`config.mk`:
```
export PLATFORM = sky130hd
export DESIGN_NAME = bus_cycle_guard
export DESIGN_NICKNAME = d
export VERILOG_FILES = /design/src/rtl/bcg_pkg.sv /design/src/rtl/bcg_window.sv /design/src/rtl/bcg_cycle_timer.sv /design/src/rtl/bus_cycle_guard.sv
export SDC_FILE = /design/constraint.sdc
export NUM_CORES = 1
export LEC_CHECK = 0
export ABC_AREA = 1
export CAP_MARGIN = 30
export CORE_UTILIZATION = 48
export DETAILED_ROUTE_END_ITERATION = 10
export DONT_BUFFER_PORTS = 1
export GPL_TIMING_DRIVEN = 0
export PLACE_DENSITY = 0.76
export SYNTH_ARGS = -nofsm -noshare
export SYNTH_HDL_FRONTEND = slang
export SYNTH_HIERARCHICAL = 1
export SYNTH_SLANG_ARGS = --single-unit
export TNS_END_PERCENT = 5
```
`constraint.sdc`:
```
create_clock -name clk -period 2.5 [get_ports clk]
set_input_delay 0 -clock clk [delete_from_list [all_inputs] [get_ports clk]]
set_output_delay 0 -clock clk [all_outputs]
set_load 0.01 [all_outputs]
```
`src/rtl/bcg_pkg.sv`:
```
package bcg_pkg;
  typedef enum logic [1:0] {
    CYC_IDLE = 2'd0,
    CYC_REQ  = 2'd1,
    CYC_ACC  = 2'd2
  } cyc_state_e;
endpackage

```
`src/rtl/bcg_window.sv`:
```
module bcg_window #(
  parameter int WIN_W = 16
) (
  input  logic             clk,
  input  logic             rst_n,
  input  logic             part_start,
  input  logic [WIN_W-1:0] part_len,
  input  logic [WIN_W-1:0] guard_len,
  output logic             issue_en,
  output logic             win_end
);
  localparam logic [WIN_W-1:0] ONE = {{(WIN_W-1){1'b0}}, 1'b1};

  logic [WIN_W-1:0] win_q, win_d;
  logic             win_en;

  always_comb begin
    win_en = 1'b0;
    win_d  = win_q;
    if (part_start) begin
      win_en = 1'b1;
      win_d  = part_len;
    end else if (win_q != '0) begin
      win_en = 1'b1;
      win_d  = win_q - ONE;
    end
  end

  always_ff @(posedge clk or negedge rst_n) begin
    if (!rst_n)      win_q <= '0;
    else if (win_en) win_q <= win_d;
  end

  assign issue_en = (win_q != '0) && (win_q >= guard_len);
  assign win_end  = (win_q == ONE) && !part_start;


  win_countdown_chk: assert property (@(posedge clk) disable iff (!rst_n)
    (!part_start && win_q != '0) |=> (win_q == $past(win_q) - ONE));


  win_load_chk: assert property (@(posedge clk) disable iff (!rst_n)
    part_start |=> (win_q == $past(part_len)));
endmodule

```
`src/rtl/bcg_cycle_timer.sv`:
```
module bcg_cycle_timer
  import bcg_pkg::*;
#(
  parameter int CNT_W = 16
) (
  input  logic             clk,
  input  logic             rst_n,
  input  logic             cyc_start,
  input  logic             issue_en,
  input  logic             tgt_accept,
  input  logic             cyc_done,
  input  logic [CNT_W-1:0] to_limit,
  output logic             to_hit,
  output logic             open_at_edge
);
  localparam int EXT_W = CNT_W + 1;

  cyc_state_e       state_q, state_d;
  logic [CNT_W-1:0] cnt_q, cnt_d;
  logic             cnt_en;
  logic [EXT_W-1:0] elapsed;
  logic             limit_reached;

  assign elapsed       = {1'b0, cnt_q} + EXT_W'(1);
  assign limit_reached = elapsed >= {1'b0, to_limit};

  always_comb begin
    state_d = state_q;
    cnt_d   = cnt_q;
    cnt_en  = 1'b0;
    to_hit  = 1'b0;
    case (state_q)
      CYC_IDLE: if (cyc_start && issue_en) state_d = CYC_REQ;
      CYC_REQ: begin
        if (cyc_done) state_d = CYC_IDLE;
        else if (tgt_accept) begin
          state_d = CYC_ACC;
          cnt_en  = 1'b1;
          cnt_d   = '0;
        end
      end
      CYC_ACC: begin
        if (cyc_done) state_d = CYC_IDLE;
        else if (limit_reached) begin
          to_hit  = 1'b1;
          state_d = CYC_IDLE;
        end else begin
          cnt_en = 1'b1;
          cnt_d  = cnt_q + 1'b1;
        end
      end
      default: state_d = CYC_IDLE;
    endcase
  end

  always_ff @(posedge clk or negedge rst_n) begin
    if (!rst_n) state_q <= CYC_IDLE;
    else        state_q <= state_d;
  end

  always_ff @(posedge clk or negedge rst_n) begin
    if (!rst_n)      cnt_q <= '0;
    else if (cnt_en) cnt_q <= cnt_d;
  end

  assign open_at_edge = (state_q != CYC_IDLE) && !cyc_done;


  blocked_start_chk: assert property (@(posedge clk) disable iff (!rst_n)
    (state_q == CYC_IDLE && !issue_en) |=> (state_q == CYC_IDLE));


  drop_after_timeout_chk: assert property (@(posedge clk) disable iff (!rst_n)
    to_hit |=> (state_q == CYC_IDLE));
endmodule

```
`src/rtl/bus_cycle_guard.sv`:
```
module bus_cycle_guard #(
  parameter int WIN_W = 16,
  parameter int CNT_W = 16
) (
  input  logic             clk,
  input  logic             rst_n,
  input  logic             cyc_start,
  input  logic             tgt_accept,
  input  logic             cyc_done,
  input  logic             part_start,
  input  logic [WIN_W-1:0] part_len,
  input  logic [WIN_W-1:0] guard_len,
  input  logic [CNT_W-1:0] to_limit,
  input  logic             fault_clr,
  output logic             issue_en,
  output logic             abort_req,
  output logic             to_fault,
  output logic             ovr_fault
);
  logic win_end, to_hit, open_at_edge;
  logic abort_q, abort_d;
  logic to_q, to_d, ovr_q, ovr_d;

  bcg_window #(.WIN_W(WIN_W)) u_window (
    .clk       (clk),
    .rst_n     (rst_n),
    .part_start(part_start),
    .part_len  (part_len),
    .guard_len (guard_len),
    .issue_en  (issue_en),
    .win_end   (win_end)
  );

  bcg_cycle_timer #(.CNT_W(CNT_W)) u_timer (
    .clk         (clk),
    .rst_n       (rst_n),
    .cyc_start   (cyc_start),
    .issue_en    (issue_en),
    .tgt_accept  (tgt_accept),
    .cyc_done    (cyc_done),
    .to_limit    (to_limit),
    .to_hit      (to_hit),
    .open_at_edge(open_at_edge)
  );

  always_comb begin
    abort_d = to_hit;
    to_d    = to_q;
    ovr_d   = ovr_q;
    if (to_hit)         to_d = 1'b1;
    else if (fault_clr) to_d = 1'b0;
    if (win_end && open_at_edge) ovr_d = 1'b1;
    else if (fault_clr)          ovr_d = 1'b0;
  end

  always_ff @(posedge clk or negedge rst_n) begin
    if (!rst_n) begin
      abort_q <= 1'b0;
      to_q    <= 1'b0;
      ovr_q   <= 1'b0;
    end else begin
      abort_q <= abort_d;
      to_q    <= to_d;
      ovr_q   <= ovr_d;
    end
  end

  assign abort_req = abort_q;
  assign to_fault  = to_q;
  assign ovr_fault = ovr_q;


  abort_pulse_chk: assert property (@(posedge clk) disable iff (!rst_n)
    abort_req |=> !abort_req);


  abort_with_fault_chk: assert property (@(posedge clk) disable iff (!rst_n)
    abort_req |-> to_fault);


  to_sticky_chk: assert property (@(posedge clk) disable iff (!rst_n)
    (to_fault && !fault_clr) |=> to_fault);


  ovr_sticky_chk: assert property (@(posedge clk) disable iff (!rst_n)
    (ovr_fault && !fault_clr) |=> ovr_fault);
endmodule

```
==> results of run 1 <==
==> path summary, 6_finish.rpt <==
path | end | from
max | u_timer/cnt_q[3] | u_timer/cnt_q[0]
min | u_timer/state_q[1] | cyc_start
max reg2reg | u_timer/cnt_q[3] | u_timer/cnt_q[0]
min reg2reg | u_timer/state_q[1] | u_timer/state_q[1]
max in group asynchronous | u_timer/cnt_q[2] | rst_n
min in group asynchronous | u_timer/cnt_q[9] | rst_n
==> cells in the mapped netlist, drive strengths merged (7+ instances only) <==
cell type	number	share of area [%]
nand4	7	1.3
xor2	11	2.9
nand2	153	18
nor3	8	1.5
o21ai	33	6.7
ha	39	14
dfrtp	37	27
nor2	54	7.6
nand3	16	3.0
inv	78	8.7
a21oi	13	1.9
==> where the power goes <==
part / internal (W) / total [W] / leakage, nW / switching, W
combinational: 0.000645 / 0.00148 / 1.55 / 0.000831
clock: 0.000193 / 0.000412 / 0.0450 / 0.000218
sequential: 0.000759 / 0.000968 / 0.476 / 0.000209
==> state kept, by name, indices dropped and copies added (netlist names) <==
register,cells
u_window/win_q,16
u_timer/cnt_q,16
ovr_fault,1
u_timer/state_q,2
abort_req,1
to_fault,1
==> through the flow <==
step | setup slack [ns] | util [%] | cell area (µm²)
final | -0.255 | 59.4 | 4030
after global placement | -0.462 | 51.5 | 3500
after global routing | -0.441 | 59.4 | 4030
after detailed placement | -0.494 | 51.5 | 3500
after CTS | -0.256 | 57.1 | 3880
after floorplan | 0.0112 | - | 3380
==> metal layers <==
layer,up-vias,share of wire [%],GRT usage [%],routed length (µm)
li1,1570,-,-,-
met1,1381,44,28.1,3400
met2,90,48,37.9,3780
met3,15,6.0,5.10,466
met4,0,2.1,8.03,165
met5,-,0,0,0
==> logic make-up (layout without fill, tap and decap cells) <==
kind of cell / count (synthesis) / count (layout) / share of synthesized area (%)
AO/OA/AOI/OAI: 56 / 56 / 10.9
flip-flops: 37 / 37 / 27.4
AND/OR/NAND/NOR: 241 / 241 / 32.5
buffers and inverters: 85 / 123 / 10.4
adder cells (fa/ha/maj): 39 / 39 / 14.4
XOR/XNOR: 17 / 17 / 4.41
==> final cells by class <==
class | count | area [µm²] | area share [%]
tap | 96 | 120 | 2.98
sequential | 37 | 927 | 23.0
clock inverter | 2 | 10.0 | 0.248
multi-input combinational | 353 | 2210 | 54.7
buffer | 7 | 80.1 | 1.99
timing repair buffer | 30 | 323 | 8.00
inverter | 78 | 293 | 7.26
clock buffer | 6 | 72.6 | 1.80
==> worst reg2reg max path, stage by stage, from the launching register on <==
cell,delay [ns]
dfrtp_1,0.42
ha_2,0.21
nand2_2,0.05
nor2_2,0.10
nand2_2,0.10
inv_2,0.08
nand2_2,0.07
xnor2_1,0.21
ha_1,0.30
nand2_2,0.12
inv_1,0.05
nand2_1,0.06
a21oi_1,0.09
nor2_2,0.19
nand3_2,0.12
nand2_4,0.11
nand2_8,0.09
buf_4,0.18
nand2_1,0.07
o21ai_2,0.05
==> placed cells by master, fill, tap and decap left out, drive strengths merged, types with 9 or more instances in the layout <==
cell type,instances
xor2,11
nor2,54
dfrtp,37
ha,39
o21ai,33
clkbuf,9
a21oi,13
buf,14
inv,78
dlygate4sd3,20
nand3,16
nand2,153
==> what timing repair did <==
item | CTS | global route
pin swaps | 1 | 3
gates cloned | 0 | 2
setup endpoints to repair | 20 | 20
hold buffers | 21 | 0
endpoints found under the hold margin | 58 | 0
gates resized for setup | 13 | 17
buffers inserted | 3 | 4
==> run_results.csv, run 1 <==
group,metric,value,unit
outcome,status,"finished, violations left",
outcome,violations,"setup timing",
worst_setup_path,cpMostUsedCell,"nand2_2",
drt,post_drt_wl_per_cell,12.8,µm
synth,synth_ff_type,"dfrtp_1",
sta,finalWorstPathRequiredPeriod,2.75,ns
global_route,grt_overflow,0,
clock_tree,clock_sinks,37,
floorplanning,core.rowCount,30,
power,p_leak,2.07,nW
clock_tree,cts_buffers,5,
drt,vias,3056,
worst_setup_path,cp.arrival,2.94,ns
synth,synth_cell_type_count,33,
sta,hold_viol_final,0,
sta,setup_viol,20,
global_route,gr-usage-all-layers,22.4,%
synth,postSynthCellCount,475,
drt,drt_pass1_iterations,4,
clock_tree,cts_tree,"done",
sta,tightest_slew,0.564,ns
worst_setup_path,crit_cells,19,
worst_setup_path,end_kind,"register",
drt,route.detailed.drc,0,
floorplanning,die_w,85.9,µm
final_layout,num_antenna_cells,0,
final_layout,n_fill_cell,610,
worst_setup_path,crit_chain,"ha_2 -> nand2_2 -> nor2_2 -> nand2_2 -> inv_2 -> nand2_2 -> xnor2_1 -> ha_1 -> nand2_2 -> inv_1 -> nand2_1 -> a21oi_1 -> nor2_2 -> nand3_2 -> nand2_4 -> nand2_8 -> buf_4 -> nand2_1 -> o21ai_2",
worst_setup_path,crit_slowest_cell,"dfrtp_1",
power,irDropWorstVdd,0.000341,V
power,total_power,0.00286,W
clock_tree,clk-insertion-delay-late,0.30,ns
floorplanning,io_pins,59,
run,drv_cap,0,
global_route,grt_pass1_vias,2946,
clock_tree,clk_pin_slew,0.06,ns
worst_setup_path,worstPathMaxFanout,6,
drt,dr.first_iter.drc_count,224,
clock_tree,clockBufferDepth,2,
synth,netlist_area,3380,µm²
place,io_buffers,0,
synth,syn-num-nets,569,
sta,fmax,363,MHz
place,dp.cells,571,
drt,ant_nets,0,
synth,synth-edff-count,0,
synth,ys_seq_area_share,27.4,%
floorplanning,coreArea,6790,µm²
sta,fin_crit_sh,110,%
floorplanning,die_y,85.9,µm
global_route,grt_max_degree,38,
worst_setup_path,worstSetupStartpointType,"register",
sta,rsz0062_at_grt,"yes",
sta,finalClockSkew,0.0146,ns
sta,maxSlewHeadroom,62.1,%
global_route,antenna_found_initial,0,
min_path,hold_path_class,"primary input to register",
worst_setup_path,path_class,"register to register",
synth,ys_seq_elements,37,
place,post-dp-hpwl,5690,µm
worst_setup_path,crit_buf_inv,3,
final_layout,layoutNonFillerInstCount,609,
floorplanning,start_util,49.7,%
clock_tree,cts_max_level,2,
synth,async_flop_share,100,%
min_path,hold_depth,4,
sta,slew_violations,0,
worst_setup_path,crit_required,2.68,ns
place,gp_congestion,0.907,
sta,holdWs,0.0178,ns
final_layout,drive_gt1_share,17.9,%
floorplanning,die-area,7370,µm²
drt,vias_per_cell,5.02,
final_layout,area_delta_synth_final,19.4,%
worst_setup_path,cpLargestDelayFamily,"simple AND/OR/NAND/NOR gates",
synth,synth_warnings,6,
worst_setup_path,cpPeakStageDelay,0.42,ns
clock_tree,cts_root_buffer,"clkbuf_8",
worst_setup_path,reg2reg_depth,19,
drt,routed_wl,7800,µm
synth,syn-mean-instance-area,7.11,µm²
worst_setup_path,regToRegSetupSlack,-0.25,ns
sta,fin_ws,-0.255,ns
sta,fin_tns_setup,-4.09,ns
global_route,grt_first_pass_wirelength,13000,µm
final_layout,fin_nets,606,
power,p_per_area,708,nW/µm²
(Power assumes the default switching activity.)
==> run 2, diff against run 1 <==
Settings changed: CELL_PAD_IN_SITES_DETAIL_PLACEMENT set to 0, CELL_PAD_IN_SITES_GLOBAL_PLACEMENT set to 1, CORE_UTILIZATION 48 to 42, PLACE_DENSITY 0.76 to 0.88, SETUP_SLACK_MARGIN set to 0.1.
==> run_results.csv, run 2 (synthesis results as in run 1) <==
group,metric,value,unit
outcome,status,"finished, violations left",
outcome,violations,"setup timing",
final_layout,layoutNonFillerInstCount,626,
drt,ant_nets,0,
final_layout,final_cell_mix,"131 x nand2_1, 71 x inv_1, 36 x ha_1",
final_layout,drive_gt1_share,23.1,%
global_route,gr-usage-all-layers,19.7,%
sta,slew_violations,0,
final_layout,final_util,54.3,%
worst_setup_path,crit_chain,"ha_2 -> buf_4 -> buf_4 -> nand3_2 -> nor2_2 -> xor2_2 -> ha_1 -> nand2_1 -> a21oi_1 -> nor2_1 -> nand3_1 -> nand2_2 -> nand3_2 -> nand2_2 -> nand2_4 -> buf_6 -> buf_6 -> nand2_1 -> o21ai_2",
floorplanning,start_util,43.5,%
final_layout,multi_input_area,2250,µm²
sta,fin_ws,-0.290,ns
clock_tree,cts_buffers,5,
global_route,antenna_found_initial,0,
min_path,hold_path_class,"primary input to register",
power,switching_share,42.7,%
worst_setup_path,worstSetupStartpointType,"register",
drt,routed_wl,8120,µm
power,p_per_area,731,nW/µm²
place,gp_congestion,0.825,
worst_setup_path,crit_buf_inv,4,
final_layout,fin_nets,617,
final_layout,regArea,928,µm²
worst_setup_path,cp.arrival,2.97,ns
worst_setup_path,crit_required,2.68,ns
final_layout,num_antenna_cells,0,
drt,vias_per_cell,4.91,
final_layout,n_fill_cell,752,
worst_setup_path,cpPeakStageDelay,0.41,ns
global_route,grt_overflow,0,
sta,fmax,358,MHz
place,place_area,3550,µm²
floorplanning,io_pins,59,
clock_tree,clk_pin_slew,0.08,ns
sta,rsz0062_at_grt,"yes",
place,io_buffers,0,
final_layout,design_area,4220,µm²
worst_setup_path,path_class,"register to register",
clock_tree,clockBufferDepth,2,
run,drv_cap,0,
floorplanning,core.rowCount,32,
power,switching_power,0.00132,W
place,dp.cells,577,
worst_setup_path,crit_slowest_cell,"dfrtp_1",
drt,post_drt_wl_per_cell,13.0,µm
final_layout,area_delta_synth_final,25.0,%
clock_tree,cts_root_buffer,"clkbuf_8",
sta,finalWorstPathRequiredPeriod,2.79,ns
power,clkPwrFrac,15.2,%
drt,dr.first_iter.drc_count,161,
global_route,grt_first_pass_wirelength,13300,µm
worst_setup_path,cpLargestDelayFamily,"simple AND/OR/NAND/NOR gates",
power,combPwrFrac,53.1,%
global_route,grt_pass1_vias,2911,
drt,drt_pass1_iterations,4,
floorplanning,die_w,91.7,µm
drt,route.detailed.drc,0,
place,dp_worst_setup_slack,-0.373,ns
sta,hold_viol_final,0,
clock_tree,clock_sinks,37,
clock_tree,clk-insertion-delay-late,0.29,ns
worst_setup_path,end_kind,"register",
clock_tree,cts_max_level,2,
drt,vias,3075,
floorplanning,coreArea,7770,µm²
sta,fin_tns_setup,-4.74,ns
sta,setup_viol,20,
sta,tightest_slew,0.469,ns
sta,fin_crit_sh,112,%
floorplanning,die-area,8400,µm²
final_layout,final_common_cell,"nand2_1",
sta,finalClockSkew,0.0115,ns
final_layout,reg_top3,"u_timer/cnt_q (16), u_window/win_q (16), u_timer/state_q (2)",
clock_tree,cts_tree,"done",
power,seqPwrFrac,31.7,%
floorplanning,die_y,91.7,µm
power,p_leak,2.15,nW
global_route,grt_max_degree,38,
worst_setup_path,worstPathMaxFanout,5,
power,internal-power,0.00177,W
power,irDropWorstVdd,0.000511,V
sta,maxSlewHeadroom,68.7,%
place,post-dp-hpwl,5860,µm
==> run 2: cell types whose count changed in the layout (fill, tap and decap cells not counted), sizes merged <==
cell and delta:
clkinv -1, buf +12
==> run 2: through the flow <==
stage	hold WS, ns	power [W]
2_1_floorplan	-0.296	0.00194
3_3_place_gp	-0.294	0.00217
3_5_place_dp	-0.294	0.00222
4_1_cts	0.00668	0.00293
5_1_grt	0.0436	0.00335
6_report	0.0279	0.00309
==> run 2: routing by layer <==
layer / track usage, % / vias up / wire (µm)
li1: - / 1586 / -
met1: 27.8 / 1438 / 4030
met2: 32.6 / 45 / 3760
met3: 2.90 / 6 / 283
met4: 2.91 / 0 / 50
met5: 0 / - / 0
==> run 2: path summary, 6_finish.rpt <==
path                                     from                 end  slack, ns  cells past startpoint
hold / removal                     tgt_accept  u_timer/state_q[0]       0.03                      4
hold reg to reg            u_timer/state_q[1]  u_timer/state_q[1]       0.52                      2
min in group asynchronous               rst_n    u_timer/cnt_q[2]       0.17                      2
max in group asynchronous               rst_n    u_timer/cnt_q[6]       2.13                      2
setup / recovery             u_timer/cnt_q[1]    u_timer/cnt_q[5]      -0.29                     19
setup reg to reg             u_timer/cnt_q[1]    u_timer/cnt_q[5]      -0.29                     19
==> run 2: timing repair <==
item,in CTS,in global routing
resized for setup,15,23
endpoints found under the setup margin,20,20
hold endpoints to repair,57,0
pin swaps,6,17
buffers inserted,12,5
gates cloned,2,1
hold buffers,21,0
==> run 2: worst register-to-register path, cell delays in order (launching register included) <==
cell and delay (ns):
dfrtp_1 0.41, ha_2 0.22, buf_4 0.10, buf_4 0.11
nand3_2 0.10, nor2_2 0.17, xor2_2 0.19, ha_1 0.27
nand2_1 0.08, a21oi_1 0.06, nor2_1 0.10, nand3_1 0.10
nand2_2 0.09, nand3_2 0.09, nand2_2 0.10, nand2_4 0.10
buf_6 0.15, buf_6 0.12, nand2_1 0.08, o21ai_2 0.05
==> run 2: layout make-up <==
cell class / instances / area share (%)
repair buffers: 41 / 10.6
well taps: 102 / 3.02
clock buffers: 7 / 2.28
multi-input cells: 353 / 53.2
clock inverters: 1 / 0.119
flip-flops and latches: 37 / 22.0
inverters: 78 / 6.94
plain buffers: 7 / 1.81
==> run 2: power groups by stage <==
| stage | combinational [W] | sequential, W | clock [W] |
|---|---|---|---|
| 5_1_grt | 0.00184 | 0.00101 | 0.000505 |
| 2_1_floorplan | 0.00101 | 0.000923 | 0 |
| 3_3_place_gp | 0.00120 | 0.000970 | 0 |
| 6_report | 0.00164 | 0.000978 | 0.000470 |
| 4_1_cts | 0.00149 | 0.000961 | 0.000479 |
| 3_5_place_dp | 0.00124 | 0.000977 | 0 |
